--- src/rtl/tkl_pkg.sv ---
package tkl_pkg;

    // Occupancy of one requester slot; "holding" is derived from WAIT plus a ticket match.
    typedef enum logic {
        SLOT_IDLE = 1'b0,
        SLOT_WAIT = 1'b1
    } slot_state_e;

    // Outcome of the release stage for one cycle.
    typedef struct packed {
        logic advance;   // serving counter steps by one
        logic fault;     // some release came from a non-holder
    } rel_result_t;

    function automatic int unsigned ticket_width(input int unsigned ports);
        return $clog2(ports) + 1;
    endfunction

endpackage

--- src/rtl/tkl_issue.sv ---
module tkl_issue #(
    parameter int N  = 4,
    parameter int TW = 3
) (
    input  logic                 clk,
    input  logic                 rst,
    input  logic [N-1:0]         acq_ok,
    output logic [N-1:0][TW-1:0] offer,
    output logic [TW-1:0]        next_q
);
    logic [TW-1:0] next_d;

    // Ripple the issue value up through the ports: lower index gets the lower ticket.
    always_comb begin
        logic [TW-1:0] run;
        run = next_q;
        for (int i = 0; i < N; i++) begin
            offer[i] = run;
            if (acq_ok[i]) run = run + TW'(1);
        end
        next_d = run;
    end

    always_ff @(posedge clk) begin
        if (rst) next_q <= '0;
        else     next_q <= next_d;
    end

    // Issue counter advances by the number of accepted acquires, modulo 2^TW
    assert_issue_count_R3: assert property (@(posedge clk) disable iff (rst)
        1 |=> next_q == TW'($past(next_q) + TW'($countones($past(acq_ok)))));

endmodule

--- src/rtl/tkl_slot.sv ---
module tkl_slot
    import tkl_pkg::*;
#(
    parameter int TW = 3
) (
    input  logic          clk,
    input  logic          rst,
    input  logic          acq,
    input  logic [TW-1:0] offer,
    input  logic [TW-1:0] serving,
    input  logic          release_ok,
    output logic          acq_ok,
    output logic          busy,
    output logic          holds,
    output logic [TW-1:0] ticket
);
    slot_state_e state_q;

    assign busy   = (state_q == SLOT_WAIT);
    assign acq_ok = acq && !busy;
    assign holds  = busy && (ticket == serving);

    always_ff @(posedge clk) begin
        if (rst) begin
            state_q <= SLOT_IDLE;
            ticket  <= '0;
        end else if (release_ok) begin
            state_q <= SLOT_IDLE;
        end else if (acq_ok) begin
            state_q <= SLOT_WAIT;
            ticket  <= offer;
        end
    end

    // A repeated acquire while occupied leaves the ticket alone
    assert_busy_acq_R7: assert property (@(posedge clk) disable iff (rst)
        (busy && acq && !release_ok) |=> (busy && $stable(ticket)));

    // Only a slot that holds the lock may be released
    assert_release_holder_R5: assert property (@(posedge clk) disable iff (rst)
        release_ok |-> holds);

endmodule

--- src/rtl/tkl_serve.sv ---
module tkl_serve
    import tkl_pkg::*;
#(
    parameter int N  = 4,
    parameter int TW = 3
) (
    input  logic          clk,
    input  logic          rst,
    input  logic [N-1:0]  rel_req,
    input  logic [N-1:0]  holds,
    output logic [N-1:0]  release_ok,
    output logic [TW-1:0] serving_q,
    output logic          err_q
);
    rel_result_t res;

    assign release_ok  = rel_req & holds;
    assign res.advance = |release_ok;
    assign res.fault   = |(rel_req & ~holds);

    always_ff @(posedge clk) begin
        if (rst) begin
            serving_q <= '0;
            err_q     <= 1'b0;
        end else begin
            if (res.advance) serving_q <= serving_q + TW'(1);
            err_q <= res.fault;
        end
    end

    // Serving counter only ever holds or steps by one
    assert_serve_step_R5: assert property (@(posedge clk) disable iff (rst)
        1 |=> (serving_q == $past(serving_q)) ||
              (serving_q == TW'($past(serving_q) + TW'(1))));

    // A stray release is flagged on the next cycle
    assert_stray_flag_R6: assert property (@(posedge clk) disable iff (rst)
        (|(rel_req & ~holds)) |=> err_q);

    // Without any stray release the flag stays low next cycle
    assert_stray_quiet_R6: assert property (@(posedge clk) disable iff (rst)
        !(|(rel_req & ~holds)) |=> !err_q);

endmodule

--- src/rtl/ticket_lock_unit.sv ---
module ticket_lock_unit
    import tkl_pkg::*;
#(
    parameter int N  = 4,
    parameter int TW = ticket_width(N)
) (
    input  logic          clk,
    input  logic          rst,
    input  logic [N-1:0]  acq_req,
    input  logic [N-1:0]  rel_req,
    output logic [N*TW-1:0] ticket_o,
    output logic [N-1:0]  granted,
    output logic          bad_release
);
    logic [N-1:0]         acq_ok;
    logic [N-1:0]         busy;
    logic [N-1:0]         holds;
    logic [N-1:0]         release_ok;
    logic [N-1:0][TW-1:0] offer;
    logic [TW-1:0]        next_q;
    logic [TW-1:0]        serving_q;

    tkl_issue #(.N(N), .TW(TW)) u_issue (
        .clk    (clk),
        .rst    (rst),
        .acq_ok (acq_ok),
        .offer  (offer),
        .next_q (next_q)
    );

    for (genvar g = 0; g < N; g++) begin : g_slot
        tkl_slot #(.TW(TW)) u_slot (
            .clk        (clk),
            .rst        (rst),
            .acq        (acq_req[g]),
            .offer      (offer[g]),
            .serving    (serving_q),
            .release_ok (release_ok[g]),
            .acq_ok     (acq_ok[g]),
            .busy       (busy[g]),
            .holds      (holds[g]),
            .ticket     (ticket_o[g*TW +: TW])
        );
    end

    tkl_serve #(.N(N), .TW(TW)) u_serve (
        .clk        (clk),
        .rst        (rst),
        .rel_req    (rel_req),
        .holds      (holds),
        .release_ok (release_ok),
        .serving_q  (serving_q),
        .err_q      (bad_release)
    );

    assign granted = holds;

    // Mutual exclusion: never two holders
    assert_one_holder_R4: assert property (@(posedge clk) disable iff (rst)
        $onehot0(granted));

    // Outstanding tickets never exceed the port count, so wrapped compare stays unambiguous
    assert_window_R8: assert property (@(posedge clk) disable iff (rst)
        TW'(next_q - serving_q) <= TW'(N));

    // Tickets outstanding equal occupied slots
    assert_occupancy_R2: assert property (@(posedge clk) disable iff (rst)
        int'(TW'(next_q - serving_q)) == $countones(busy));

endmodule

--- config.mk ---
export PLATFORM = sky130hd
export DESIGN_NAME = ticket_lock_unit
export DESIGN_NICKNAME = d
export VERILOG_FILES = /design/src/rtl/tkl_pkg.sv /design/src/rtl/tkl_issue.sv /design/src/rtl/tkl_slot.sv /design/src/rtl/tkl_serve.sv /design/src/rtl/ticket_lock_unit.sv
export SDC_FILE = /design/constraint.sdc
export NUM_CORES = 1
export LEC_CHECK = 0
export BUFFER_PORTS_ARGS = -buffer_cell sky130_fd_sc_hd__buf_2
export CORE_MARGIN = 1.5
export CORE_UTILIZATION = 44
export DETAILED_ROUTE_END_ITERATION = 10
export GPL_TIMING_DRIVEN = 0
export PLACE_DENSITY = 0.69
export SLEW_MARGIN = 20
export SYNTH_ARGS = -nofsm -noshare
export SYNTH_HDL_FRONTEND = slang
export SYNTH_SLANG_ARGS = --single-unit
--- constraint.sdc ---
create_clock -name clk -period 2.6 [get_ports clk]
set_clock_uncertainty 0.05 [all_clocks]
set_input_delay 0.13 -clock clk [delete_from_list [all_inputs] [get_ports clk]]
set_output_delay 0.13 -clock clk [all_outputs]
set_load 0.005 [all_outputs]
==> results.cfg, run 1 <==
[outcome]
status = finished clean

[logic_synthesis]
synth_nets = 173
yosys-top-cells-count = 23 x dfxtp_1, 20 x nor2_1, 9 x nand2_1, 9 x xor2_1
synth-edff-count = 0
yosysSeqAreaShare = 0.335
ys_types = 42
yosys_register_bits = 23
synthFlopType = dfxtp_1
synth_area_leaders = dfxtp_1 34%, xor2_1 5.7%, nor2_1 5.5%
yosys.cell_count.top_type = dfxtp_1
yosysTopAreaCell = dfxtp_1
yosysTopAreaCellShare = 0.335
synth_cells = 159
postSynthAreaPerCell_um2 = 8.64
yosysWarningCount = 0
ys_async_sr_fraction = 0
syn_area_um2 = 1370

[layout]
seq_area_um2 = 468
fillers = 278
stdcell_area_um2 = 1680
diodes = 0
final_cells = 228
drive_above_1_share = 0.308
nets = 210
synthToLayoutAreaGrowth_pct = 22.2
multiInputGateArea_um2 = 841

[clock_network]
clock_latency_ps = 320
cts_sinks = 23
cts-root-buf = clkbuf_4
clkTransAtPathRegs_ps = 130
htree_levels = 1
clock_path_buffers = 2
tritoncts = yes
cts_made_buffers = 3

[critical_path]
slowest_delay_ps = 390
rr_startpoint = u_issue.next_q[0]
worstSetupPathType = flop to flop
cp-start-kind = flop
critPathLaunch = u_issue.next_q[0]
crit_chain = ha_4 -> or3b_4 -> o2111ai_2 -> o211ai_1 -> ha_1 -> mux2i_2 -> inv_1 -> ha_2 -> nand2_2 -> nand2_1 -> a211o_2 -> nand4_1
crit_arrival_ps = 2800
path_max_fanout = 4
cp.required_ps = 2810
crit_path_end_kind = flop
critPathSlowestCell = or3b_4

[global_routing]
grt_max_degree = 14
track_usage = 0.200
antenna_found_initial = 0
overflow = 0
grt_pass1_wl_um = 5310
grt_pass1_vias = 1177

[die]
rows = 20
core_area_um2 = 3000
design.die.area_um2 = 3470
ios = 27
die-width_um = 58.9
start_util = 0.458
die_h_um = 58.9

[placed_design]
place_congestion = 0.923
numPortBuffers = 25
place_area_um2 = 1550
place_inst = 217
hpwl_um = 2320
place_ws_ps = -211

[timing]
min_period_ps = 2590
max-slew-margin-rel = 0.598
rsz0062_at_grt = true
clock.fmax_mhz = 386
final_max_slew_viol_count = 0
post-route-period-util = 0.996
hold_ws_ps = 29.1
tightest_slew_ps = 594
finalHoldViolations = 0
setup_slack_ps = 10.5
setup_viol_count_final = 0

[drt]
first_iter_violations = 48
via_per_inst = 5.49
num_vias = 1251
first_pass_iters = 5
wire_per_inst_um = 14.1
drcViolationCount = 0
routed_wl_um = 3210
route.antenna.remaining_nets = 0

[power_and_ir_drop]
power.total_uw = 1490
p_sw_uw = 586
combinationalPowerShare = 0.551
power.share.clock = 0.114
p_sw_frac = 0.393
seq_power_share = 0.335
peakVddDrop_mv = 0.357
p_leak_uw = 0.000749
powerDensity_nw_per_um2 = 888
intPower_uw = 905

[run]
max-cap-violations = 0

[hold_path]
hold_path.class = input pin to flop
min-delay-start = acq_req[3]
-- cell type report --
type,count,share of cell area
Multi-Input combinational cell,113,0.501
Sequential cell,23,0.279
Timing Repair Buffer,32,0.107
Buffer,15,0.0544
Tap cell,33,0.0246
Inverter,8,0.0179
Clock buffer,3,0.0134
Clock inverter,1,0.00298
-- worst paths after layout --
| path | slack (ps) | depth (start not counted) | end |
|---|---|---|---|
| worst max register to register | 10 | 12 | u_issue.next_q[2] |
| worst min-delay path | 30 | 3 | g_slot[3].u_slot.busy |
| worst min register to register | 480 | 2 | g_slot[2].u_slot.ticket[2] |
| worst max-delay path | 10 | 12 | u_issue.next_q[2] |
-- kinds of logic (layout without fill, tap and decap cells) --
kind of cell / Yosys count / count (layout) / share of synthesized area
AND/OR/NAND/NOR: 61 / 61 / 0.230
AO/OA/AOI/OAI: 23 / 23 / 0.135
flip-flops: 23 / 23 / 0.335
buffers and inverters: 23 / 59 / 0.0883
XOR/XNOR: 18 / 18 / 0.125
multiplexers: 7 / 7 / 0.0510
adder cells (fa/ha/maj): 4 / 4 / 0.0364
-- layer usage --
layer,vias up,share of wire,routed length [um],GRT usage
met5,-,0,0,0
met4,0,0.012,40,0.0844
met3,6,0.026,82,0.0330
met2,24,0.49,1570,0.329
met1,597,0.47,1510,0.257
li1,624,-,-,-
-- repair_timing --
action | 4_1_cts | 5_1_grt
buffers inserted | 6 | 0
pin swaps | 5 | 5
hold endpoints to repair | 1 | 0
cloned | 0 | 0
hold buffers | 1 | 0
resized for setup | 6 | 3
setup endpoints to repair | 2 | 2
-- cells in the final DEF (no fill, tap or decap), drive strengths merged, types with 2 or more instances in the layout --
cell and instances:
buf 42, nand2 9, nor4b 3, ha 4, nand2b 3, a21oi 3
xor2 9, a211oi 6, dfxtp 23, clkinv 2, inv 7, nand3 4
nor2b 4, mux2i 7, nor2 20, nor3 8, clkbuf 7, or3 2
xnor2 8, o2111ai 2, nand3b 2, o21ai 3
-- flip-flops by register name (all words and copies together), names as in the netlist --
| register | cells |
|---|---|
| u_serve.err_q | 1 |
| g_slot.u_slot.busy | 4 |
| g_slot.u_slot.ticket | 12 |
| u_serve.serving_q | 3 |
| u_issue.next_q | 3 |
-- critical path, delay by kind of cell, from the launching register on --
kind	cells	cell delay [ps]
AO/OA/AOI/OAI	3	510
adder cells (fa/ha/maj)	3	740
buffers and inverters	1	70
flip-flops	1	380
multiplexers	1	190
AND/OR/NAND/NOR	4	610
-- metrics by stage --
step	TNS (ps)	util
floorplan	0	-
finish	0	0.559
detailed placement	-355	0.517
global route	-94.7	0.559
CTS	0	0.554
global placement	-198	0.517
-- power groups by stage --
stage                     clock network, uW  registers, uW  logic [uW]
final                                   171            499         821
after global routing                    189            510         909
after CTS                               176            498         795
after detailed placement                  0            509         661
after global placement                    0            507         637
after floorplan                           0            496         505
No activity file was read; power rests on OpenSTA's default activity.
==> inputs of run 2 (changes only) <==
- CORE_UTILIZATION: 44 -> 43
- PLACE_DENSITY: 0.69 -> 0.67
- RECOVER_POWER: not set -> 50
==> run 2 against run 1 <==
  * Clock-buffer cell count stayed put
  * Cell count increased by 4.8%
  * Sequential share of layout area is 0.39 points lower
  * Core utilization down 0.14 points
  * Setup slack got worse by 11 ps
  * Highest routed layer unchanged
  * The run now ends with negative setup slack left
==> results.cfg, run 2 (synthesis gave the netlist of run 1 again) <==
[outcome]
status = finished, violations left
violations = negative setup slack

[placed_design]
hpwl_um = 2430
place_congestion = 0.870
numPortBuffers = 25

[drt]
first_pass_iters = 4
drcViolationCount = 0
met3_length_um = 85
wire_per_inst_um = 13.5
top_layer = met4
first_iter_violations = 52
via_per_inst = 5.19
routed_wl_um = 3220
wl_met1_um = 1530
route.antenna.remaining_nets = 0
num_vias = 1240
wl_met2_um = 1570

[critical_path]
worstRegToRegCells = 12
crit_end = u_issue.next_q[2]
path_max_fanout = 4
r2r-end = u_issue.next_q[2]
crit_path_end_kind = flop
crit_arrival_ps = 2810
r2r_slack_ps = -0.3
cp-start-kind = flop
critPathLaunch = u_issue.next_q[0]
worstSetupPathType = flop to flop
cp.required_ps = 2810
rr_startpoint = u_issue.next_q[0]

[power_and_ir_drop]
powerDensity_nw_per_um2 = 902
peakVddDrop_mv = 0.424
p_leak_uw = 0.000734

[clock_network]
cts-root-buf = clkbuf_4
clkTransAtPathRegs_ps = 130
htree_levels = 1
cts_made_buffers = 3
clock_latency_ps = 320
cts_sinks = 23
clock_path_buffers = 2
tritoncts = yes

[timing]
min_period_ps = 2600
hold_ws_ps = 32.0
rsz0062_at_grt = true
max-slew-margin-rel = 0.604
finalHoldViolations = 0
setup_tns_ps = -0.338
setup_slack_ps = -0.338
clock.fmax_mhz = 385
tightest_slew_ps = 585
setup_viol_count_final = 1
final_max_slew_viol_count = 0
post-route-period-util = 1.00

[layout]
largest_reg_flops = 12
seq_area_um2 = 468
regMostFlops = g_slot.u_slot.ticket
fin_util = 0.558
final_cell_mix = 22 x buf_2, 21 x dfxtp_1, 20 x nor2_1
diodes = 0
nets = 210
synthToLayoutAreaGrowth_pct = 24.0
drive_above_1_share = 0.277
multiInputGateArea_um2 = 860
final_common_cell = buf_2
fillers = 312

[global_routing]
track_usage = 0.185
antenna_found_initial = 0
grt_pass1_wl_um = 5060
grt_pass1_vias = 1137
grt_max_degree = 14
overflow = 0

[die]
core_area_um2 = 3050
ios = 27
design.die.area_um2 = 3540
die-width_um = 59.5
start_util = 0.450
rows = 20
die_h_um = 59.5

[run]
max-cap-violations = 0

[hold_path]
hold_path.class = input pin to flop
run 2: worst min-delay path by stage:
stage               startpoint                    end  slack (ps)  depth (start not counted)
detailed placement  rel_req[2]  g_slot[2].u_slot.busy         310                          2
global placement    rel_req[2]  g_slot[2].u_slot.busy         310                          2
finish              acq_req[3]  g_slot[3].u_slot.busy          30                          3
floorplan           rel_req[2]  g_slot[2].u_slot.busy         180                          1
CTS                 acq_req[3]  g_slot[3].u_slot.busy          40                          3
global route        acq_req[1]  g_slot[1].u_slot.busy          30                          3
run 2: worst max-delay path, stage by stage (launching register included):
cell	delay, ps
dfxtp_4	380
ha_4	240
or3b_4	420
o2111ai_2	80
o211ai_1	170
ha_1	320
mux2i_2	190
inv_2	80
ha_4	170
nand2_4	70
nand2_2	40
a211o_2	260
nand4_1	90
run 2: repair_timing:
action                     4_1_cts  5_1_grt
setup endpoints to repair        2        2
pin swaps                        1        8
resized for setup                7        6
setup buffers                    5        1
hold endpoints to repair         1        0
gates cloned                     0        0
hold buffers                     1        0
run 2: final cells by class:
type,count,share of cell area
multi-input combinational,113,0.505
clock inverter,1,0.00294
buffer,15,0.0529
sequential,23,0.275
inverter,8,0.0176
tap,44,0.0323
timing repair buffer,32,0.101
clock buffer,3,0.0132
run 2: stage by stage:
| step | worst slack (ps) | total power, uW | instance area (um2) | instances |
|---|---|---|---|---|
| final | -0.338 | 1540 | 1700 | 239 |
| after global routing | -88.9 | 1640 | 1700 | 239 |
| after CTS | -27.2 | 1480 | 1680 | 238 |
| after detailed placement | -235 | 1180 | 1570 | 228 |
| after global placement | -138 | 1140 | 1570 | 228 |
| after floorplan | 46.4 | 1000 | 1390 | 159 |
run 2: per-layer routing:
| metal | up-vias | global-route usage |
|---|---|---|
| met3 | 4 | 0.0197 |
| met1 | 596 | 0.237 |
| met5 | - | 0 |
| met2 | 24 | 0.325 |
| met4 | 0 | 0.0571 |
| li1 | 616 | - |
run 2: where the power goes:
part	switching, uW	internal [uW]
Sequential	65.8	433
Clock	113	57.6
Combinational	431	436
==> inputs of run 3 (changes only) <==
- TNS_END_PERCENT: not set -> 10
==> run 3 against run 2 <==
  * The run still ends with negative setup slack left
  * Sequential power barely moved
  * Core utilization did not move
  * Routed wire length did not move
  * First-iteration DRC count did not move
  * Clock-buffer cell count did not move
  * Sequential share of layout area did not move
  * Flip-flop and latch count did not move
  * Non-clock buffer count did not move
  * Critical path type unchanged
  * Highest routed layer unchanged
==> results.cfg, run 3 (synthesis gave the netlist of run 1 again) <==
[die]
start_util = 0.450
rows = 20
core_area_um2 = 3050
die-width_um = 59.5
ios = 27
design.die.area_um2 = 3540
die_h_um = 59.5

[drt]
num_vias = 1240
routed_wl_um = 3220
first_iter_violations = 52
wire_per_inst_um = 13.5
via_per_inst = 5.19
drcViolationCount = 0
route.antenna.remaining_nets = 0
first_pass_iters = 4

[placed_design]
place_inst = 228
place_congestion = 0.870
numPortBuffers = 25
place_area_um2 = 1570
hpwl_um = 2430

[clock_network]
htree_levels = 1
tritoncts = yes
cts_sinks = 23
clock_path_buffers = 2
clkTransAtPathRegs_ps = 130
cts_made_buffers = 3
clock_latency_ps = 320
cts-root-buf = clkbuf_4

[timing]
post-route-period-util = 1.01
max-slew-margin-rel = 0.604
min_period_ps = 2620
setup_tns_ps = -17.1
rsz0062_at_grt = true
tightest_slew_ps = 585
setup_slack_ps = -17.1
final_max_slew_viol_count = 0
clock.fmax_mhz = 382
setup_viol_count_final = 1
finalHoldViolations = 0

[global_routing]
track_usage = 0.185
grt_max_degree = 14
overflow = 0
grt_pass1_vias = 1137
grt_pass1_wl_um = 5060
antenna_found_initial = 0

[layout]
regMostFlops = g_slot.u_slot.ticket
fillers = 312
final_cell_mix = 22 x buf_2, 21 x dfxtp_1, 20 x nor2_1
nets = 210
synthToLayoutAreaGrowth_pct = 24.0
drive_above_1_share = 0.272
final_common_cell = buf_2
largest_reg_flops = 12
stdcell_area_um2 = 1700
multiInputGateArea_um2 = 860
seq_area_um2 = 468
diodes = 0
final_cells = 239

[critical_path]
crit_path_end_kind = flop
worstSetupPathType = flop to flop
path_max_fanout = 4
crit_arrival_ps = 2830
cp-start-kind = flop
cp.required_ps = 2810

[power_and_ir_drop]
peakVddDrop_mv = 0.416
p_leak_uw = 0.000736
powerDensity_nw_per_um2 = 900

[outcome]
status = finished, violations left
violations = negative setup slack

[hold_path]
hold_path.class = input pin to flop

[run]
max-cap-violations = 0
[run 3: cell counts in the layout (fill, tap and decap cells not counted)]
No cell type changed its count.
[run 3: cell type report]
class,count,share of cell area
Tap cell,44,0.0323
Sequential cell,23,0.275
Inverter,8,0.0176
Multi-Input combinational cell,113,0.505
Clock inverter,1,0.00294
Clock buffer,3,0.0132
Buffer,15,0.0529
Timing Repair Buffer,32,0.101
[run 3: timing repair]
action | in CTS | in global routing
setup endpoints to repair | 2 | 2
hold endpoints to repair | 1 | 0
setup buffers | 5 | 1
hold buffers | 1 | 0
gates resized for setup | 7 | 5
pin swaps | 1 | 8
[run 3: power by group]
part / internal (uW) / switching [uW]
combinational: 435 / 428
sequential: 433 / 65.8
clock: 57.6 / 113
total: 925 / 607
[run 3: final timing paths]
check,start,slack (ps),to,depth (start not counted)
max,u_issue.next_q[0],-20,u_issue.next_q[2],12
min,acq_req[3],30,g_slot[3].u_slot.busy,3
max reg2reg,u_issue.next_q[0],-20,u_issue.next_q[2],12
min reg2reg,g_slot[3].u_slot.ticket[0],480,g_slot[3].u_slot.ticket[0],2
[run 3: through the flow]
| stage | worst slack [ps] | total power [uW] | utilization | hold slack (ps) |
|---|---|---|---|---|
| floorplan | 46.4 | 1000 | - | 176 |
| global placement | -138 | 1140 | 0.513 | 310 |
| detailed placement | -235 | 1180 | 0.513 | 315 |
| CTS | -27.2 | 1480 | 0.549 | 35.3 |
| global route | -108 | 1630 | 0.558 | 31.5 |
| finish | -17.1 | 1530 | 0.558 | 32.0 |
[run 3: worst max-delay path, stage by stage (launching register included)]
cell and delay [ps]:
dfxtp_4 380, ha_4 240, or3b_4 420, o2111ai_2 80, o211ai_1 170, ha_1 320, mux2i_2 170, inv_1 110
ha_4 180, nand2_4 70, nand2_2 40, a211o_2 260, nand4_1 90
[run 3: per-layer routing]
metal  up-vias  track usage  part of all wire
li1        616            -                 -
met1       596        0.237              0.48
met2        24        0.325              0.49
met3         4       0.0197             0.026
met4         0       0.0571             0.011
met5         -            0                 0
